### src/rtl/spi_xact_pkg.sv
package spi_xact_pkg;

  typedef enum logic [1:0] {
    OP_RD    = 2'd0,
    OP_WR    = 2'd1,
    OP_BURST = 2'd2,
    OP_HCMD  = 2'd3
  } xop_e;

  // number of data bytes for a size code (3 behaves as 2)
  function automatic logic [15:0] size_bytes(logic [1:0] sz);
    case (sz)
      2'd0:    return 16'd1;
      2'd1:    return 16'd2;
      default: return 16'd4;
    endcase
  endfunction

  // index of the final byte of a transaction
  function automatic logic [15:0] last_index(xop_e op, logic [1:0] sz, logic [15:0] len);
    case (op)
      OP_RD:    return 16'd3 + size_bytes(sz);
      OP_WR:    return 16'd2 + size_bytes(sz);
      OP_BURST: return 16'd2 + len;
      default:  return 16'd2;
    endcase
  endfunction

  // byte sent at position k (burst payload bytes are supplied elsewhere)
  function automatic logic [7:0] frame_byte(xop_e op, logic [21:0] a, logic [31:0] wd,
                                            logic [15:0] k);
    logic [7:0] b;
    logic [1:0] sel;
    b   = 8'h00;
    sel = k[1:0] + 2'd1;
    if (op == OP_HCMD) begin
      if (k == 16'd0) b = wd[7:0];
    end else begin
      case (k)
        16'd0:   b = {op != OP_RD, 1'b0, a[21:16]};
        16'd1:   b = a[15:8];
        16'd2:   b = a[7:0];
        default: if (op == OP_WR) b = wd[{sel, 3'b000} +: 8];
      endcase
    end
    return b;
  endfunction

endpackage

### src/rtl/spi_clk_div.sv
module spi_clk_div #(
  parameter int DIV_W = 8
) (
  input  logic             clk,
  input  logic             rst_n,
  input  logic             run,
  input  logic [DIV_W-1:0] div,
  output logic             tick
);
  logic [DIV_W-1:0] cnt;

  always_ff @(posedge clk or negedge rst_n) begin
    if (!rst_n)          cnt <= '0;
    else if (!run)       cnt <= '0;
    else if (cnt == div) cnt <= '0;
    else                 cnt <= cnt + 1'b1;
  end

  assign tick = run && (cnt == div);

  // a new run always starts a full half-period
  assert_restart_full_R11: assert property (@(posedge clk) disable iff (!rst_n)
    $rose(run) |-> (cnt == '0));
endmodule

### src/rtl/spi_byte_shift.sv
module spi_byte_shift (
  input  logic       clk,
  input  logic       rst_n,
  input  logic       load,
  input  logic [7:0] load_byte,
  input  logic       rise,
  input  logic       fall,
  input  logic       miso,
  output logic       mosi,
  output logic       byte_end,
  output logic [7:0] rx_byte
);
  logic [7:0] tx_q, rx_q;
  logic [2:0] bit_q;

  always_ff @(posedge clk or negedge rst_n) begin
    if (!rst_n) begin
      tx_q  <= '0;
      rx_q  <= '0;
      bit_q <= '0;
    end else if (load) begin
      tx_q  <= load_byte;
      bit_q <= '0;
    end else begin
      if (rise) rx_q <= {rx_q[6:0], miso};
      if (fall) begin
        tx_q  <= {tx_q[6:0], 1'b0};
        bit_q <= bit_q + 3'd1;
      end
    end
  end

  assign mosi     = tx_q[7];
  assign byte_end = fall && (bit_q == 3'd7);
  assign rx_byte  = rx_q;
endmodule

### src/rtl/spi_xact_master.sv
module spi_xact_master
  import spi_xact_pkg::*;
#(
  parameter int LEN_W     = 12,
  parameter int DIV_W     = 8,
  parameter int DIV_RESET = 15
) (
  input  logic             clk,
  input  logic             rst_n,
  input  logic             req_valid,
  output logic             req_ready,
  input  logic [1:0]       req_op,
  input  logic [21:0]      req_addr,
  input  logic [31:0]      req_wdata,
  input  logic [1:0]       req_size,
  input  logic [LEN_W-1:0] req_len,
  input  logic [7:0]       bst_byte,
  output logic             bst_pop,
  input  logic             div_we,
  input  logic [DIV_W-1:0] div_wdata,
  output logic [31:0]      rsp_rdata,
  output logic             rsp_done,
  output logic             spi_sclk,
  output logic             spi_mosi,
  input  logic             spi_miso,
  output logic             spi_cs_n
);
  localparam int IDX_W = 16;
  localparam logic [DIV_W-1:0] DIV_INIT = DIV_W'(DIV_RESET);
  localparam logic [IDX_W-1:0] HDR_LEN  = 16'd3;
  localparam logic [IDX_W-1:0] RD_DATA0 = 16'd4;

  typedef enum logic [1:0] {S_IDLE, S_XFER, S_GAP} st_e;

  st_e              st_q;
  xop_e             op_q;
  logic [21:0]      addr_q;
  logic [31:0]      wd_q, rdata_q;
  logic [IDX_W-1:0] idx_q, last_q, nxt_idx;
  logic [DIV_W-1:0] div_q;
  logic             sclk_q, cs_n_q, done_q, pop_q;

  // named internal events
  logic       tick, rise, fall, byte_end, accept, advance, is_last, from_bst, capture, load;
  logic [7:0] rx_byte, nxt_byte, load_byte;

  assign accept   = req_valid && (st_q == S_IDLE);
  assign rise     = (st_q == S_XFER) && tick && !sclk_q;
  assign fall     = (st_q == S_XFER) && tick && sclk_q;
  assign is_last  = (idx_q == last_q);
  assign nxt_idx  = idx_q + 1'b1;
  assign advance  = byte_end && !is_last;
  assign from_bst = (op_q == OP_BURST) && (nxt_idx >= HDR_LEN);
  assign capture  = byte_end && (op_q == OP_RD) && (idx_q >= RD_DATA0);
  assign nxt_byte = from_bst ? bst_byte : frame_byte(op_q, addr_q, wd_q, nxt_idx);
  assign load     = accept || advance;
  assign load_byte = accept ? frame_byte(xop_e'(req_op), req_addr, req_wdata, '0) : nxt_byte;

  spi_clk_div #(.DIV_W(DIV_W)) u_div (
    .clk(clk), .rst_n(rst_n), .run(st_q != S_IDLE), .div(div_q), .tick(tick)
  );

  spi_byte_shift u_shift (
    .clk(clk), .rst_n(rst_n), .load(load), .load_byte(load_byte), .rise(rise),
    .fall(fall), .miso(spi_miso), .mosi(spi_mosi), .byte_end(byte_end), .rx_byte(rx_byte)
  );

  always_ff @(posedge clk or negedge rst_n) begin
    if (!rst_n) begin
      st_q    <= S_IDLE;
      op_q    <= OP_RD;
      addr_q  <= '0;
      wd_q    <= '0;
      idx_q   <= '0;
      last_q  <= '0;
      div_q   <= DIV_INIT;
      sclk_q  <= 1'b0;
      cs_n_q  <= 1'b1;
      done_q  <= 1'b0;
      pop_q   <= 1'b0;
      rdata_q <= '0;
    end else begin
      done_q <= 1'b0;
      pop_q  <= 1'b0;
      case (st_q)
        S_IDLE: begin
          if (accept) begin
            op_q   <= xop_e'(req_op);
            addr_q <= req_addr;
            wd_q   <= req_wdata;
            idx_q  <= '0;
            last_q <= last_index(xop_e'(req_op), req_size, IDX_W'(req_len));
            cs_n_q <= 1'b0;
            st_q   <= S_XFER;
            if (xop_e'(req_op) == OP_RD) rdata_q <= '0;
          end else if (div_we) begin
            div_q <= div_wdata;
          end
        end
        S_XFER: begin
          if (rise) sclk_q <= 1'b1;
          if (fall) begin
            sclk_q <= 1'b0;
            if (byte_end && is_last) begin
              cs_n_q <= 1'b1;
              done_q <= 1'b1;
              st_q   <= S_GAP;
            end
          end
          if (advance) begin
            idx_q <= nxt_idx;
            pop_q <= from_bst;
          end
          if (capture) rdata_q[{idx_q[1:0], 3'b000} +: 8] <= rx_byte;
        end
        default: if (tick) st_q <= S_IDLE;
      endcase
    end
  end

  assign req_ready = (st_q == S_IDLE);
  assign spi_sclk  = sclk_q;
  assign spi_cs_n  = cs_n_q;
  assign rsp_done  = done_q;
  assign bst_pop   = pop_q;
  assign rsp_rdata = rdata_q;

  // clock parks low outside a transaction
  assert_sclk_idle_R1: assert property (@(posedge clk) disable iff (!rst_n)
    spi_cs_n |-> !spi_sclk);
  // data is settled before every rising edge
  assert_mosi_setup_R1: assert property (@(posedge clk) disable iff (!rst_n)
    $rose(spi_sclk) |-> $stable(spi_mosi));
  // completion coincides with chip select release
  assert_done_at_csrise_R9: assert property (@(posedge clk) disable iff (!rst_n)
    rsp_done |-> $rose(spi_cs_n));
  assert_done_single_R9: assert property (@(posedge clk) disable iff (!rst_n)
    rsp_done |=> !rsp_done);
  // a frame starts only from an accepted handshake
  assert_start_handshake_R10: assert property (@(posedge clk) disable iff (!rst_n)
    $fell(spi_cs_n) |-> $past(req_valid && req_ready));
  // payload strobes appear only inside a burst
  assert_pop_in_burst_R7: assert property (@(posedge clk) disable iff (!rst_n)
    bst_pop |-> (!spi_cs_n && op_q == OP_BURST));
endmodule

### config.mk
export PLATFORM = sky130hd
export DESIGN_NAME = spi_xact_master
export DESIGN_NICKNAME = d
export VERILOG_FILES = /design/src/rtl/spi_xact_pkg.sv /design/src/rtl/spi_clk_div.sv /design/src/rtl/spi_byte_shift.sv /design/src/rtl/spi_xact_master.sv
export SDC_FILE = /design/constraint.sdc
export NUM_CORES = 1
export LEC_CHECK = 0
export CAP_MARGIN = 20
export CORE_MARGIN = 2
export CORE_UTILIZATION = 52
export CTS_BUF_LIST = sky130_fd_sc_hd__clkbuf_4 sky130_fd_sc_hd__clkbuf_8
export DETAILED_ROUTE_END_ITERATION = 10
export PLACE_DENSITY = 0.78
export SETUP_SLACK_MARGIN = 0.02
export SYNTH_ARGS = -nofsm -noshare
export SYNTH_HDL_FRONTEND = slang
export SYNTH_HIERARCHICAL = 1
export SYNTH_SLANG_ARGS = --single-unit
### constraint.sdc
create_clock -name clk -period 7.4 [get_ports clk]
set_clock_uncertainty 0.15 [all_clocks]
set_input_delay 2.22 -clock clk [delete_from_list [all_inputs] [get_ports clk]]
set_output_delay 2.22 -clock clk [all_outputs]
set_load 0.01 [all_outputs]
==> results.toml <==
[timing]
slew_headroom_pct = 34.3
rsz0062_at_grt = "false"
finalCriticalPeriod_ps = 4460
holdWs_ps = 331
finalSetupViolCount = 0
period_share_pct = 60.3
worst_pin_slew_ps = 982
finalMaxSlewViolations = 0
clock.fmax_mhz = 224
finalSetupTns_ps = 0
hold_viol_final = 0
worst_slack_ps = 2940

[worst_setup_path]
crit_chain = "ha_1 > nand4_1 > nor4_1 > a211oi_1 > or4_1 > o311ai_4 > and2_1 > a31oi_1 > nand2_1 > o21ai_1"
crit_family = "simple AND/OR/NAND/NOR gates"
slowest_stage = "ha_1"
crit_start = "idx_q[1]"
path_buf_inv = 0
cp-end-kind = "flip-flop"
worst_r2r_path_depth = 10
cp.required_ps = 7580
critPathMaxStageDelay_ps = 830
critPathMaxFanout = 22
r2r_start = "idx_q[1]"
path_class = "flip-flop to flip-flop"
start_kind = "flip-flop"
r2r-end = "u_shift/tx_q[7]"
worstPathArrival_ps = 4640
regToRegSetupSlack_ps = 2940

[place]
placedCellCount = 1205
place_congestion = 0.851
placed_cell_area_um2 = 9560
numPortBuffers = 128
dpl.hpwl_um = 13600
dp_slack_ps = 2680

[cts]
clk_latency_ps = 460
numCtsBuffers = 17
holdBufCountCts = 0
clk_path_buf_depth = 2
cts.root.buffer_cell = "clkbuf_8"
cts.sinks = 158
clkTransAtPathRegs_ps = 90
cts-resized-gates = 0
cts_tree = "yes"
h-tree-depth = 4
post_cts_buffers = 0

[power_and_ir_drop]
power_switching_uw = 572
combPwrFrac_pct = 15.9
seqPwrFrac_pct = 50.9
p_leak_nw = 4.42
p_int_mw = 1.40
totalPowerFinal_mw = 1.97
p_clk_share_pct = 33.3
swShare_pct = 29.1
ir_worst_vdd_mv = 0.125
p_per_area_nw_per_um2 = 197

[cells_and_area]
seq_area_um2 = 3960
syn2layout_area_growth_pct = 20.4
antennaDiodeCount = 0
utilization_pct = 63.5
drive_gt1_share_pct = 8.51
final_cells = 1238
nNetsFinal = 1114
multiInputGateArea_um2 = 3960
final_area_um2 = 9970
fill_cells = 1340

[floorplanning]
die_w_um = 130
die_area_um2 = 17000
start_util_pct = 52.7
fp-row-count = 46
io-pin-count = 129
core_um2 = 15700
die_y_um = 130

[synth]
syn_nets = 1019
yosysTopAreaCellShare_pct = 46.2
synth.largest_area_cell = "dfrtp_1"
synth_ff_type = "dfrtp_1"
synth_warnings = 6
synth_most_common_cell = "nand2_1"
synth.area.top_cells = "dfrtp_1 (46%), nand2_1 (13%), o21ai_0 (4.8%), xnor2_1 (2.5%), mux4_2 (2.2%)"
async_reset_ff_share_pct = 100
yosysUniqueCellTypes = 63
syn_area_per_cell_um2 = 9.06
ys_seq_area_share_pct = 47.8
synth-edff-count = 0
synth_seq_cells = 158
synthesis.area_um2 = 8280
netlist_top_cells_count = "nand2_1 (293), dfrtp_1 (153), o21ai_0 (79), nor2_1 (35), nand3_1 (31)"
syn_inst = 914

[global_routing]
grt_usage_pct = 24.1
grt_start_max_net_pins = 96
overflow = 0
first_global_vias = 6442
grt_pass1_wl_um = 32000
antenna_found_initial = 0

[drt]
drc = 0
drtIter0Drc = 825
routed_via_density = 5.54
wl_um = 19400
ant_nets = 0
vias = 6854
firstDrtPassIters = 5
avgRoutedWirePerCell_um = 15.7

[flow_run]
maxCapViolations = 0

[min_path]
hold_depth = 2
holdPathEnd = "rsp_rdata[10]"
hold_path_startpoint = "rsp_rdata[10]"
hp-class = "flip-flop to flip-flop"

[status]
status = "finished, final reports clean"
[cells by family after synthesis]
logic type                 count (synthesis)  synth area share [%]
and+or+nand+nor                          434                  23.1
AOI/OAI and AO/OA                        160                  12.1
DFF                                      158                  47.8
buffers and inverters                     73                  4.40
xor gates and xnor gates                  39                  4.31
muxes                                     36                  6.18
adders and majority gates                 14                  2.12
[power groups by stage]
stage,registers (mW),logic [mW],clock network (mW)
after floorplan,0.992,0.201,0
after global placement,1.01,0.304,0
after detailed placement,1.02,0.312,0
after CTS,1.00,0.313,0.667
after global routing,1.01,0.346,0.705
final,1.00,0.312,0.655
[layout make-up]
| class | instances | area share, % |
|---|---|---|
| Inverter | 16 | 0.602 |
| Timing Repair Buffer | 133 | 13.2 |
| Sequential cell | 158 | 39.7 |
| Tap cell | 216 | 2.71 |
| Clock buffer | 18 | 2.48 |
| Multi-Input combinational cell | 683 | 39.7 |
| Clock inverter | 14 | 1.58 |
[sequential cells by signal (all words and copies together) (netlist names), 2 cells and up]
register,flops
u_shift/bit_q,3
u_shift/rx_byte,8
idx_q,16
st_q,2
wd_q,32
last_q,13
u_shift/tx_q,8
addr_q,22
rsp_rdata,32
op_q,2
u_div/cnt,8
div_q,8
[per-layer routing]
metal  up-vias  global-route usage, %  wire length, µm
li1       3310                      -                -
met2       249                   36.9             8990
met5         -                      0                0
met1      3272                   34.2             8900
met4         0                   7.40              230
met3        23                   5.78             1280
[placed cells by master (no fill, tap or decap), types with 8 or more instances in the layout]
cell             Yosys  layout
mux2_2               9       9
o21ai_1             12      12
o21ai_0             79      79
ha_1                14      14
nand2_1            293     292
o31ai_1             14      14
clkbuf_8             4      18
mux2i_1             11      11
nand2b_1            12      12
xor2_1              13      13
a31oi_1             11      11
nand4_1              8       8
clkdlybuf4s50_1      0     127
mux4_2               8       8
inv_1               16      16
nand3_1             31      31
a21oi_1             10      10
mux2_4               8       8
dfrtp_1            153     153
nor2_1              35      35
xnor2_1             24      24
[worst min-delay path, cell delays in order, from the launching register on]
cell	delay (ps)
dfrtp_1	350
nand2_1	40
o21ai_0	60
[how the worst max path moves through the flow]
| stage | end | cells after the start | slack, ps |
|---|---|---|---|
| 2_1_floorplan | u_shift/rx_byte[0] | 7 | 3560 |
| 3_3_place_gp | u_shift/rx_byte[7] | 5 | 2730 |
| 3_5_place_dp | u_shift/rx_byte[5] | 5 | 2680 |
| 4_1_cts | u_shift/tx_q[7] | 10 | 2960 |
| 5_1_grt | u_shift/tx_q[0] | 10 | 2670 |
| 6_report | u_shift/tx_q[7] | 10 | 2940 |
Power figures use the tool's default switching activity.
